==> src/rtl/sdxc_pkg.sv <==
package sdxc_pkg;
  typedef enum logic {
    SEL_LEN = 1'b0,
    SEL_TMO = 1'b1
  } reg_sel_e;
endpackage

==> src/rtl/sdxc_regs.sv <==
module sdxc_regs #(
  parameter int LEN_W = 25,
  parameter int TMO_W = 32
) (
  input  logic             clk,
  input  logic             rst,
  input  logic             reg_wr,
  input  logic             reg_sel,
  input  logic [31:0]      reg_wdata,
  input  logic             data_busy,
  input  logic             cmd_busy,
  output logic [LEN_W-1:0] len_q,
  output logic [TMO_W-1:0] tmo_q
);
  import sdxc_pkg::*;

  logic len_we, tmo_we;
  assign len_we = reg_wr && (reg_sel_e'(reg_sel) == SEL_LEN) && !data_busy;
  assign tmo_we = reg_wr && (reg_sel_e'(reg_sel) == SEL_TMO) && !data_busy && !cmd_busy;

  always_ff @(posedge clk) begin
    if (rst) begin
      len_q <= '0;
      tmo_q <= '0;
    end else begin
      if (len_we) len_q <= reg_wdata[LEN_W-1:0];
      if (tmo_we) tmo_q <= reg_wdata[TMO_W-1:0];
    end
  end

  // length held while a transfer runs
  assert_len_lock_R2: assert property (@(posedge clk) disable iff (rst)
    (reg_wr && reg_sel == 1'b0 && data_busy) |=> $stable(len_q));
  // timeout held while either engine is busy
  assert_tmo_lock_R3: assert property (@(posedge clk) disable iff (rst)
    (reg_wr && reg_sel == 1'b1 && (data_busy || cmd_busy)) |=> $stable(tmo_q));
endmodule

==> src/rtl/sdxc_tmocnt.sv <==
module sdxc_tmocnt #(
  parameter int TMO_W = 32
) (
  input  logic             clk,
  input  logic             rst,
  input  logic [TMO_W-1:0] tmo_q,
  input  logic             wait_phase,
  input  logic             clr_flag,
  output logic             expire,
  output logic             flag
);
  localparam logic [TMO_W-1:0] ONE = TMO_W'(1);

  logic [TMO_W-1:0] cnt;

  assign expire = wait_phase && (cnt <= ONE);

  always_ff @(posedge clk) begin
    if (rst) begin
      cnt  <= '0;
      flag <= 1'b0;
    end else begin
      if (!wait_phase)    cnt <= tmo_q;
      else if (cnt > ONE) cnt <= cnt - ONE;
      else                cnt <= '0;
      if (expire)        flag <= 1'b1;
      else if (clr_flag) flag <= 1'b0;
    end
  end

  // one step per waiting cycle
  assert_tmo_step_R9: assert property (@(posedge clk) disable iff (rst)
    (wait_phase && cnt > ONE) |=> (cnt == $past(cnt) - ONE));
  // expiry always leaves the sticky flag set
  assert_tmo_flag_R9: assert property (@(posedge clk) disable iff (rst)
    expire |=> flag);
endmodule

==> src/rtl/sdxc_datacnt.sv <==
module sdxc_datacnt #(
  parameter int LEN_W  = 25,
  parameter int BLK_W  = 4,
  parameter int MB_MAX = 512
) (
  input  logic             clk,
  input  logic             rst,
  input  logic [LEN_W-1:0] len_q,
  input  logic             start_data,
  input  logic             ddr_mode,
  input  logic             block_mode,
  input  logic [BLK_W-1:0] blk_log2,
  input  logic             beat_valid,
  input  logic             tmo_expire,
  output logic [LEN_W-1:0] cnt_q,
  output logic             active,
  output logic             done,
  output logic             cfg_err,
  output logic             take,
  output logic             eff_zero
);
  localparam logic [LEN_W-1:0] MB_LIM = LEN_W'(MB_MAX);
  localparam logic [LEN_W-1:0] ONE    = LEN_W'(1);
  localparam logic [LEN_W-1:0] TWO    = LEN_W'(2);

  logic [LEN_W-1:0] eff, blk_mask, step;
  logic             illegal, go, fire, ddr_q;

  assign eff      = ddr_mode ? {len_q[LEN_W-1:1], 1'b0} : len_q;
  assign blk_mask = ~({LEN_W{1'b1}} << blk_log2);
  assign illegal  = block_mode ? (|(eff & blk_mask)) : (eff > MB_LIM);
  assign eff_zero = (eff == '0);
  assign take     = start_data && !active;
  assign go       = take && !eff_zero && !illegal;
  assign step     = ddr_q ? TWO : ONE;
  assign fire     = active && beat_valid;

  always_ff @(posedge clk) begin
    if (rst) begin
      cnt_q   <= '0;
      active  <= 1'b0;
      done    <= 1'b0;
      cfg_err <= 1'b0;
      ddr_q   <= 1'b0;
    end else begin
      done <= 1'b0;
      if (take) cfg_err <= !eff_zero && illegal;
      if (go) begin
        cnt_q  <= eff;
        active <= 1'b1;
        ddr_q  <= ddr_mode;
      end else if (active) begin
        if (tmo_expire) begin
          active <= 1'b0;
        end else if (fire) begin
          if (cnt_q <= step) begin
            cnt_q  <= '0;
            active <= 1'b0;
            done   <= 1'b1;
          end else begin
            cnt_q <= cnt_q - step;
          end
        end
      end
    end
  end

  // single-rate handshake lowers the count by one
  assert_sdr_step_R5: assert property (@(posedge clk) disable iff (rst)
    (fire && !tmo_expire && !ddr_q && cnt_q > ONE) |=> (cnt_q == $past(cnt_q) - ONE));
  // no handshake, no change
  assert_hold_R5: assert property (@(posedge clk) disable iff (rst)
    (active && !beat_valid && !tmo_expire) |=> $stable(cnt_q));
  // a double-rate count is always even
  assert_ddr_even_R4: assert property (@(posedge clk) disable iff (rst)
    (active && ddr_q) |-> !cnt_q[0]);
  // done is a single pulse with the transfer finished
  assert_done_pulse_R6: assert property (@(posedge clk) disable iff (rst)
    done |-> (!active && cnt_q == '0) ##1 !done);
  // start while busy keeps the count
  assert_busy_start_R10: assert property (@(posedge clk) disable iff (rst)
    (start_data && active && !fire && !tmo_expire) |=> $stable(cnt_q));
endmodule

==> src/rtl/sd_xfer_counter.sv <==
module sd_xfer_counter #(
  parameter int LEN_W  = 25,
  parameter int TMO_W  = 32,
  parameter int BLK_W  = 4,
  parameter int MB_MAX = 512
) (
  input  logic             clk,
  input  logic             rst,
  input  logic             reg_wr,
  input  logic             reg_sel,
  input  logic [31:0]      reg_wdata,
  output logic [31:0]      len_rdata,
  output logic [31:0]      tmo_rdata,
  input  logic             start_data,
  input  logic             ddr_mode,
  input  logic             block_mode,
  input  logic [BLK_W-1:0] blk_log2,
  input  logic             start_cmd,
  input  logic             cmd_xfer,
  input  logic             cmd_taken,
  input  logic             cmd_active,
  input  logic             wait_phase,
  input  logic             beat_valid,
  output logic             beat_ready,
  output logic [LEN_W-1:0] cnt_rdata,
  output logic             data_en,
  output logic             cmd_en,
  output logic             done,
  output logic             timeout_flag,
  output logic             cfg_err
);
  logic [LEN_W-1:0] len_q;
  logic [TMO_W-1:0] tmo_q;
  logic             active, take, eff_zero, tmo_expire, abort_cmd;

  sdxc_regs #(.LEN_W(LEN_W), .TMO_W(TMO_W)) u_regs (
    .clk(clk), .rst(rst), .reg_wr(reg_wr), .reg_sel(reg_sel),
    .reg_wdata(reg_wdata), .data_busy(active), .cmd_busy(cmd_active),
    .len_q(len_q), .tmo_q(tmo_q)
  );

  sdxc_tmocnt #(.TMO_W(TMO_W)) u_tmo (
    .clk(clk), .rst(rst), .tmo_q(tmo_q), .wait_phase(wait_phase),
    .clr_flag(take), .expire(tmo_expire), .flag(timeout_flag)
  );

  sdxc_datacnt #(.LEN_W(LEN_W), .BLK_W(BLK_W), .MB_MAX(MB_MAX)) u_cnt (
    .clk(clk), .rst(rst), .len_q(len_q), .start_data(start_data),
    .ddr_mode(ddr_mode), .block_mode(block_mode), .blk_log2(blk_log2),
    .beat_valid(beat_valid), .tmo_expire(tmo_expire), .cnt_q(cnt_rdata),
    .active(active), .done(done), .cfg_err(cfg_err), .take(take),
    .eff_zero(eff_zero)
  );

  assign abort_cmd = (take && eff_zero) || (start_cmd && cmd_xfer && eff_zero);

  always_ff @(posedge clk) begin
    if (rst)            cmd_en <= 1'b0;
    else if (abort_cmd) cmd_en <= 1'b0;
    else if (start_cmd) cmd_en <= 1'b1;
    else if (cmd_taken) cmd_en <= 1'b0;
  end

  assign len_rdata  = 32'(len_q);
  assign tmo_rdata  = 32'(tmo_q);
  assign data_en    = active;
  assign beat_ready = active;

  // a zero-length start leaves both enables low
  assert_zero_abort_R7: assert property (@(posedge clk) disable iff (rst)
    (start_data && !data_en && eff_zero) |=> (!data_en && !cmd_en));
  // a fresh timeout never coexists with a running transfer
  assert_tmo_stop_R9: assert property (@(posedge clk) disable iff (rst)
    $rose(timeout_flag) |-> !data_en);
  // acceptance clears the command enable
  assert_cmd_taken_R11: assert property (@(posedge clk) disable iff (rst)
    (cmd_taken && !start_cmd) |=> !cmd_en);
endmodule

==> config.mk <==
export PLATFORM = sky130hd
export DESIGN_NAME = sd_xfer_counter
export DESIGN_NICKNAME = d
export VERILOG_FILES = /design/src/rtl/sdxc_pkg.sv /design/src/rtl/sdxc_regs.sv /design/src/rtl/sdxc_tmocnt.sv /design/src/rtl/sdxc_datacnt.sv /design/src/rtl/sd_xfer_counter.sv
export SDC_FILE = /design/constraint.sdc
export NUM_CORES = 1
export LEC_CHECK = 0
export CELL_PAD_IN_SITES_DETAIL_PLACEMENT = 2
export CELL_PAD_IN_SITES_GLOBAL_PLACEMENT = 2
export CORE_ASPECT_RATIO = 1.4
export CORE_MARGIN = 2
export CORE_UTILIZATION = 25
export CTS_CLUSTER_SIZE = 40
export DETAILED_ROUTE_END_ITERATION = 10
export GPL_TIMING_DRIVEN = 0
export PLACE_DENSITY = 0.83
export SETUP_SLACK_MARGIN = 0.1
export SYNTH_ARGS = -nofsm -noshare
export SYNTH_HDL_FRONTEND = slang
export SYNTH_SLANG_ARGS = --single-unit
==> constraint.sdc <==
create_clock -name clk -period 4.2 [get_ports clk]
set_input_delay 0.84 -clock clk [delete_from_list [all_inputs] [get_ports clk]]
set_output_delay 0.84 -clock clk [all_outputs]
set_load 0.01 [all_outputs]
### Word-level counts from Yosys, hierarchy flattened

Index checks and enable logic that the tools add are counted.
Widths: inputs -> output; s select.

| storage, ports and cells | value |
|---|---|
| flip-flop bits (word level) | 120 |
| bits of input ports | 49 |
| output and inout port bits | 95 |
| word-level logic and storage cells | 71 |

| cells by class | value |
|---|---|
| $add $sub $neg | 2 |
| reduce and logical (&&, ||, !) cells | 28 |
| shift operators | 1 |
| magnitude comparators | 4 |
| equality and inequality tests | 1 |
| bitwise gates (word level) | 5 |
| multiplexer cells | 20 |

Operator list:

| cell | number |
|---|---|
| $mux 25 | 5 |
| $mux 32 | 2 |
| $gt 32x1->1 const B | 1 |
| $le 32x1->1 const B | 1 |
| $sub 32x1->32 const B | 1 |
| $and 25x25->25 | 1 |
| $gt 25x10->1 const B | 1 |
| $le 25x25->1 | 1 |
| $logic_not 25->1 | 1 |
| $not 25->25 | 1 |
| $reduce_or 25->1 | 1 |
| $shl 25x4->25 const A | 1 |
| $sub 25x25->25 | 1 |
| $logic_and 1x1->1 | 14 |
| $mux 1 | 12 |
| $reduce_bool 2->1 | 4 |
| $reduce_or 5->1 | 1 |
| $logic_not 1->1 | 4 |
| $not 1->1 | 3 |
| $reduce_and 3->1 | 1 |
| $mux 2 | 1 |
| $ne 2x1->1 const B | 1 |
| $reduce_or 2->1 | 1 |
| $logic_or 1x1->1 | 1 |

### Depth between registers and ports, before layout

Gate-level depths: netlist (run 1).

| logic depth | value |
|---|---|
| word-level depth | 9 |
| mapped depth | 11 |
| mapped depth without buffers | 10 |

### Modules after synthesis

Synthesis (run 1) repeated with hierarchy kept, for this count alone.

| second synthesis, totals | value |
|---|---|
| cells, all modules | 730 |
| area total of the unflattened synthesis | 6402.4 µm² |

By module, submodules not included:

| module | seq. area each (µm²) | area an instance (µm²) | cells each | instances |
|---|---|---|---|---|
| sdxc_regs | 1141.1 | 2412.3 | 223 | 1 |
| sdxc_datacnt | 580.6 | 2138.3 | 276 | 1 |
| sdxc_tmocnt | 660.6 | 1735.4 | 217 | 1 |
| sd_xfer_counter | 20.0 | 116.4 | 14 | 1 |

### Worst setup path before layout (run 1)

OpenSTA, ideal clock, no wires.

| path | value |
|---|---|
| path kind | reg-to-reg |
| start point | register u_tmo.cnt[14] |
| end point | register u_cnt.cnt_q[7] |
| period minus slack after synthesis | 2.649 ns |
| library setup time | 0.075 ns |
| path buffers | 1 |
| cell stages (with the launch flop) | 8 |
| path slack | 1.551 ns |
| required time | 4.125 ns |
| arrival time | 2.574 ns |
| cell sequence | dfxtp_1 > or4_1 > buf_2 > or4_4 > or4_4 > a211oi_4 > a2bb2oi_2 > o22ai_2 |

| on the way | value |
|---|---|
| cells in the longest elaborated chain, start to end | 4 |

RTL lines:

| element | line | source |
|---|---|---|
| from (decl) | sdxc_tmocnt.sv:14 | `logic [TMO_W-1:0] cnt;` |
| from (signal assigned) | sdxc_tmocnt.sv:23 | `if (!wait_phase) cnt <= tmo_q;` |
| from (signal assigned) | sdxc_tmocnt.sv:24 | `else if (cnt > ONE) cnt <= cnt - ONE;` |
| $le 32x1->1 | sdxc_tmocnt.sv:16 | `assign expire = wait_phase && (cnt <= ONE);` |
| $logic_and 1x1->1 | sdxc_tmocnt.sv:16 |  |
| $ne 2x1->1 (no source line) | n/a |  |
| $reduce_and 3->1 (no source line) | n/a |  |
| to (signal assigned) | sdxc_datacnt.sv:61 | `cnt_q <= cnt_q - step;` |
| to (decl) | sdxc_datacnt.sv:15 | `output logic [LEN_W-1:0] cnt_q,` |

No other way between the ends.
A chain may end at the register's enable or synchronous reset.

### Final worst setup path (run 1)

| path | value |
|---|---|
| start point | register u_tmo.cnt[12] |
| end point | register u_tmo.cnt[20] |

| on the way | value |
|---|---|
| cells in the longest elaborated chain, start to end | 3 |
| elaborated cells on any way between the ends | 4 |
| classes of those cells | 1 x add/sub; 1 x order compare; 2 x mux |

RTL lines:

| element | line |
|---|---|
| $sub 32x1->32 or $gt 32x1->1 (tied branches) | sdxc_tmocnt.sv:24 |
| $mux 32 * | sdxc_tmocnt.sv:24 |
| $mux 32 * | sdxc_tmocnt.sv:23 |

Every way passes the cells marked *; elsewhere a longest branch is shown, timed or not.

==> results_dict.tcl, run 1 <==
set metrics [dict create \
    status "finished clean" \
    number_of_antenna_violations_at_the_first_check_in_global_routing 2 \
    mean_number_of_vias_per_cell 5.18 \
    cts_setup_buffers 0 \
    yosys-top-cells-area "sky130_fd_sc_hd__dfxtp_1, sky130_fd_sc_hd__nand2_1, sky130_fd_sc_hd__a21oi_1" \
    htree_levels 4 \
    routed_length_per_placed_instance_um 21.2 \
    drv_cap 0 \
    layout.cells.most_common "sky130_fd_sc_hd__nand2_1" \
    crit-reg2reg-launch "u_tmo.cnt[12]" \
    die_x_um 134 \
    syn-mean-instance-area_um2 7.79 \
    dr.pass1.iters 4 \
    final.min_clock_period_ps 3480 \
    synth_enable_flop_cells 0 \
    synth-warning-count 0 \
    first_drt_iteration_drcs 339 \
    crit_start "u_tmo.cnt[12]" \
    total_routing_usage_reported_by_global_routing_pct 21.0 \
    place_area_um2 7630 \
    die_h_um 186 \
    cts-root-buf "sky130_fd_sc_hd__clkbuf_16" \
    cp-end-kind "flop" \
    final_antenna_net_count 0 \
    largest_fanout_on_the_critical_path 10 \
    hpwl_mm 19.8 \
    layout_cell_share_with_drive_strength_beyond_1_pct 5.82 \
    timing.setup.tns_ps 0 \
    final-setup-viol-count 0 \
    clkLatencyLatePin_ps 430 \
    timing.final.max_slew_violations 0 \
    yosys.area.top_type_share_pct 40.7 \
    layout.area.seq_um2 2400 \
    port_buffers 132 \
    min_delay_worst_endpoint "u_cnt.cfg_err" \
    num_clock_sinks 120 \
    ios 144 \
    grt_pass1_vias 7174 \
    reg2reg_slack_ps 720 \
    mostFrequentLayoutCells "sky130_fd_sc_hd__nand2_1, sky130_fd_sc_hd__clkdlybuf4s50_1, sky130_fd_sc_hd__dfxtp_1, sky130_fd_sc_hd__a21oi_1, sky130_fd_sc_hd__clkbuf_1" \
    hold_viol 0 \
    min_from "u_cnt.cfg_err" \
    ys_ff_latch 120 \
    timing.critical_path.required_ps 4490 \
    worst_hold_path_type "flop to flop" \
    fin_crit_sh_pct 82.9 \
    count_of_cells_resized_by_post_cts_repair 0 \
    standby_leakage_power_nw 2.97 \
    drc_errors 0 \
    skew_ps 9.89 \
    yosysUniqueCellTypes 55 \
    start_util_pct 25.5 \
    post_synth_inst_count 758 \
    normalized_max_slew_margin_pct 24.1 \
    fillers 2613 \
    vias 6397 \
    achievable-frequency_mhz 287 \
    path_clk_slew_ps 60 \
    ratio_of_total_power_to_cell_area_nw_per_um2 637 \
    cp_data_arrival_time_ps 3780 \
    netlist.top_cell.by_area "sky130_fd_sc_hd__dfxtp_1" \
    async_reset_ff_share_pct 0 \
    placement_rows 66 \
    critical_path_class "flop to flop" \
    globalRouteOverflowTotal 0 \
    wirelength_mm 26.2 \
    grt_start_max_net_pins 17 \
    setup_repair_after_global_routing_missed_its_margin "no" \
    final.setup.worst_slack_ps 719 \
    startpoint_type "flop" \
    worstHoldPathCells 2 \
    layout.cell_area.non_filler_um2 8280 \
    placeableCoreArea_um2 23200 \
    worstRegToRegCells 8 \
    regToRegEndpoint "u_tmo.cnt[20]" \
    most_instantiated_flip_flop_cell_in_the_synthesis_netlist "sky130_fd_sc_hd__dfxtp_1" \
    finish.net_count 969 \
    placer_congestion_estimate 0.843 \
    yosysSeqAreaShare_pct 40.7 \
    area.growth.synth_to_final_pct 40.1 \
    postCtsHoldBufs 0 \
    timing_worst_slew_pin_value_ps 1130 \
    ctsLongestPathBuffers 2 \
    tritoncts "built" \
    multi_input_area_um2 3180 \
    place_ws_ps 743 \
    grt_pass1_wl_mm 39.6 \
    post_synth_instance_area_um2 5910 \
    power.ir.vdd_worst_uv 332 \
    cts_made_buffers 17 \
    die-area_um2 24900 \
]
[per-stage QoR]
stage | hold WS, ps | std cells | utilization, % | total power, mW
after floorplan | 481 | 764 | - | 2.94
after global placement | 449 | 1202 | 32.9 | 3.54
after detailed placement | 472 | 1202 | 32.9 | 3.61
after CTS | 481 | 1234 | 35.7 | 5.29
after global routing | 497 | 1236 | 35.7 | 5.56
final | 476 | 1236 | 35.7 | 5.27
[layout make-up]
type | count | share of cell area [%]
Antenna cell | 2 | 0.0605
Sequential cell | 120 | 29.0
Buffer | 62 | 3.31
Inverter | 19 | 0.862
Tap cell | 306 | 4.63
Clock buffer | 20 | 5.64
Clock inverter | 12 | 2.09
Multi-Input combinational cell | 563 | 38.4
Timing Repair Buffer | 132 | 16.0
[logic make-up after synthesis]
group                      synth area share (%)
and+or+nand+nor                            27.0
muxes                                     0.339
buffers and inverters                      5.85
other                                    0.0635
xor gates and xnor gates                   6.23
AOI/OAI and AO/OA                          18.7
adders and majority gates                  1.19
DFF                                        40.7
[power breakdown]
group | internal [mW] | total [mW] | switching [mW]
Clock | 1.04 | 1.61 | 0.571
Combinational | 0.882 | 2.18 | 1.30
Sequential | 1.29 | 1.48 | 0.191
[layer usage]
layer	GRT usage, %	vias up	share of wire (%)
met2	42.7	173	57
li1	-	2995	-
met3	3.43	54	3.9
met4	9.57	0	3.4
met5	0	-	0
met1	20.2	3175	36
[synthesized netlist by cell type (8+ instances only)]
| library cell | instances |
|---|---|
| sky130_fd_sc_hd__inv_1 | 19 |
| sky130_fd_sc_hd__a21oi_1 | 94 |
| sky130_fd_sc_hd__a32oi_1 | 17 |
| sky130_fd_sc_hd__nor4_1 | 22 |
| sky130_fd_sc_hd__nor3_1 | 24 |
| sky130_fd_sc_hd__nor2_1 | 44 |
| sky130_fd_sc_hd__xnor2_1 | 19 |
| sky130_fd_sc_hd__clkbuf_1 | 49 |
| sky130_fd_sc_hd__or4_1 | 13 |
| sky130_fd_sc_hd__xor2_1 | 23 |
| sky130_fd_sc_hd__a22oi_1 | 17 |
| sky130_fd_sc_hd__nand2_1 | 146 |
| sky130_fd_sc_hd__nand3_1 | 47 |
| sky130_fd_sc_hd__buf_4 | 8 |
| sky130_fd_sc_hd__dfxtp_1 | 120 |
[worst max-delay path by stage]
stage / to / slack [ps] / cells past startpoint
finish: u_tmo.cnt[20] / 720 / 8
detailed placement: u_tmo.cnt[15] / 740 / 8
floorplan: u_cnt.cnt_q[7] / 1550 / 7
global placement: u_cnt.cnt_q[15] / 800 / 8
CTS: u_tmo.cnt[20] / 650 / 8
global route: u_cnt.cnt_q[10] / 470 / 10
[worst max-delay path, cell delays in order (launching register included)]
cell and delay, ps:
sky130_fd_sc_hd__dfxtp_1 380, sky130_fd_sc_hd__or4_1 490, sky130_fd_sc_hd__buf_2 190, sky130_fd_sc_hd__or4_4 550, sky130_fd_sc_hd__nor3_1 680, sky130_fd_sc_hd__nor2_1 320, sky130_fd_sc_hd__clkbuf_1 350, sky130_fd_sc_hd__a22oi_1 290
sky130_fd_sc_hd__nor2_1 90
[registers in the layout, summed over array words and instances, names as in the netlist]
| register | flops |
|---|---|
| u_cnt.cfg_err | 1 |
| u_cnt.ddr_q | 1 |
| u_regs.tmo_q | 32 |
| u_tmo.cnt | 32 |
| u_regs.len_q | 25 |
| u_cnt.active | 1 |
| u_cnt.cnt_q | 25 |
| u_cnt.done | 1 |
| u_tmo.flag | 1 |
| cmd_en | 1 |
(Power assumes the default switching activity.)
==> inputs of run 2 (changes only) <==
--- a/config.mk
+++ b/config.mk
@@ -13,7 +13,7 @@
 export CTS_CLUSTER_SIZE = 40
 export DETAILED_ROUTE_END_ITERATION = 10
 export GPL_TIMING_DRIVEN = 0
-export PLACE_DENSITY = 0.83
+export PLACE_DENSITY = 0.86
 export SETUP_SLACK_MARGIN = 0.1
 export SYNTH_ARGS = -nofsm -noshare
 export SYNTH_HDL_FRONTEND = slang
==> constraint.sdc (replaced) <==
create_clock -name clk -period 2.95 [get_ports clk]
set_input_delay 0.59 -clock clk [delete_from_list [all_inputs] [get_ports clk]]
set_output_delay 0.59 -clock clk [all_outputs]
set_load 0.01 [all_outputs]
==> run 2 against run 1 <==
Effect of this change: die area unchanged; maximum frequency is 22% higher; critical path depth stayed put; sequential share of layout area shrank 0.76 points; sequential cell count unchanged; non-clock buffer count rose by 17; count of clock-buffer cells in the layout grew 1.
==> results_dict.tcl, run 2 (synthesis results as in run 1) <==
set metrics [dict create \
    drv_cap 0 \
    grt_pass1_wl_mm 41.9 \
    timing.final.max_slew_violations 0 \
    grt_pass1_vias 7349 \
    fillers 2604 \
    crit_start "u_tmo.cnt[14]" \
    whs_ps 459 \
    regToRegEndpoint "u_tmo.cnt[28]" \
    ratio_of_total_power_to_cell_area_nw_per_um2 932 \
    final_antenna_net_count 0 \
    grt_start_max_net_pins 17 \
    mean_number_of_vias_per_cell 5.34 \
    layout.cells.most_common "sky130_fd_sc_hd__nand2_1" \
    port_buffers 132 \
    die-area_um2 24900 \
    hold_viol 0 \
    ios 144 \
    switchingPower_mw 3.28 \
    placer_congestion_estimate 0.866 \
    final.setup.worst_slack_ps 92.9 \
    critPathCapture "u_tmo.cnt[28]" \
    hpwl_mm 19.8 \
    vias 6675 \
    layout.cell_area.non_filler_um2 8510 \
    start_util_pct 25.5 \
    number_of_antenna_violations_at_the_first_check_in_global_routing 0 \
    cts-root-buf "sky130_fd_sc_hd__clkbuf_16" \
    clkLatencyLatePin_ps 440 \
    globalRouteOverflowTotal 0 \
    placement_rows 66 \
    setup_repair_after_global_routing_missed_its_margin "no" \
    finish.net_count 986 \
    total_routing_usage_reported_by_global_routing_pct 22.1 \
    normalized_max_slew_margin_pct 32.4 \
    place_ws_ps -373 \
    cts_made_buffers 17 \
    place_area_um2 7630 \
    area.growth.synth_to_final_pct 44.1 \
    share_clk_of_total_power_pct 26.9 \
    placeableCoreArea_um2 23200 \
    first_drt_iteration_drcs 324 \
    fin_crit_sh_pct 96.9 \
    timing.critical_path.required_ps 3220 \
    timing_worst_slew_pin_value_ps 1010 \
    critical_path_class "flop to flop" \
    drc_errors 0 \
    skew_ps 21.0 \
    diodes 0 \
    sequentialPowerShare_pct 26.8 \
    cp-end-kind "flop" \
    largest_fanout_on_the_critical_path 10 \
    ctsLongestPathBuffers 2 \
    wirelength_mm 28.5 \
    postCtsHoldBufs 0 \
    startpoint_type "flop" \
    dr.pass1.iters 5 \
    achievable-frequency_mhz 350 \
    layout_cell_share_with_drive_strength_beyond_1_pct 9.95 \
    routed_length_per_placed_instance_um 22.7 \
    dpl.cell_count 1202 \
    htree_levels 4 \
    power.combinational.fraction_pct 46.3 \
    internal_power_mw 4.66 \
    finish.cell_count_without_fillers 1251 \
    final.min_clock_period_ps 2860 \
    worst_hold_path_type "flop to flop" \
    cp_data_arrival_time_ps 3120 \
    layout.core_utilization_pct 36.7 \
    reg2reg_slack_ps 90 \
    power.ir.vdd_worst_uv 453 \
    standby_leakage_power_nw 3.07 \
    num_clock_sinks 120 \
    die_x_um 134 \
    switching_share_pct 41.3 \
    worstRegToRegCells 8 \
    die_h_um 186 \
    status "finished clean" \
    final-setup-viol-count 0 \
    tritoncts "built" \
    crit-reg2reg-launch "u_tmo.cnt[14]" \
    reg_top3 "u_regs.tmo_q: 32 flops, u_tmo.cnt: 32 flops" \
    mostFrequentLayoutCells "sky130_fd_sc_hd__nand2_1, sky130_fd_sc_hd__clkdlybuf4s50_1, sky130_fd_sc_hd__dfxtp_1, sky130_fd_sc_hd__a21oi_1, sky130_fd_sc_hd__nand3_1" \
    path_clk_slew_ps 60 \
]
==> run 2: cell type report <==
class / instances / area [um2] / area share (%)
flip-flops and latches: 120 / 2410 / 28.3
repair buffers: 150 / 1470 / 17.3
inverters: 19 / 71.3 / 0.838
well taps: 306 / 383 / 4.50
plain buffers: 61 / 290 / 3.41
clock inverters: 11 / 123 / 1.44
multi-input cells: 563 / 3300 / 38.8
clock buffers: 21 / 470 / 5.53
==> run 2: repair_timing <==
| item | 4_1_cts | 5_1_grt |
|---|---|---|
| gates cloned | 0 | 1 |
| pin swaps | 8 | 7 |
| endpoints found under the setup margin | 46 | 54 |
| resized for setup | 25 | 15 |
| setup buffers | 12 | 5 |
==> run 2: worst min path at each step <==
stage	startpoint	end	depth (start not counted)
2_1_floorplan	u_cnt.cfg_err	u_cnt.cfg_err	2
3_3_place_gp	u_tmo.flag	u_tmo.flag	2
3_5_place_dp	u_cnt.cfg_err	u_cnt.cfg_err	2
4_1_cts	u_cnt.cfg_err	u_cnt.cfg_err	2
5_1_grt	u_cnt.cfg_err	u_cnt.cfg_err	2
6_report	u_cnt.cfg_err	u_cnt.cfg_err	2
==> run 2: worst max-delay path: stages (launching register included) <==
cell and delay, ps:
sky130_fd_sc_hd__dfxtp_2 330, sky130_fd_sc_hd__or4_4 530, sky130_fd_sc_hd__buf_6 140, sky130_fd_sc_hd__or4_4 490
sky130_fd_sc_hd__buf_6 150, sky130_fd_sc_hd__or3_1 380, sky130_fd_sc_hd__clkbuf_1 320, sky130_fd_sc_hd__nand3_1 240
sky130_fd_sc_hd__a21oi_1 120
==> run 2: per-layer routing <==
metal	global-route usage [%]	share of wire, %	wire [um]	vias to the layer above
li1	-	-	-	3027
met1	22.0	36	10300	3364
met2	43.6	56	16000	206
met3	3.89	3.9	1100	78
met4	10.7	3.7	1060	0
met5	0	0	0	-
==> run 2: metrics by stage <==
step / power (mW) / TNS (ps)
after detailed placement: 5.13 / -9770
after global routing: 8.34 / 0
after CTS: 7.66 / 0
after global placement: 5.03 / -8750
final: 7.94 / 0
after floorplan: 4.18 / 0
==> run 2: power groups by stage <==
stage / combinational, mW / clock [mW] / sequential [mW]
floorplan: 2.10 / 0 / 2.09
global placement: 2.92 / 0 / 2.11
detailed placement: 3.01 / 0 / 2.12
CTS: 3.41 / 2.14 / 2.11
global route: 3.95 / 2.23 / 2.16
finish: 3.67 / 2.13 / 2.13
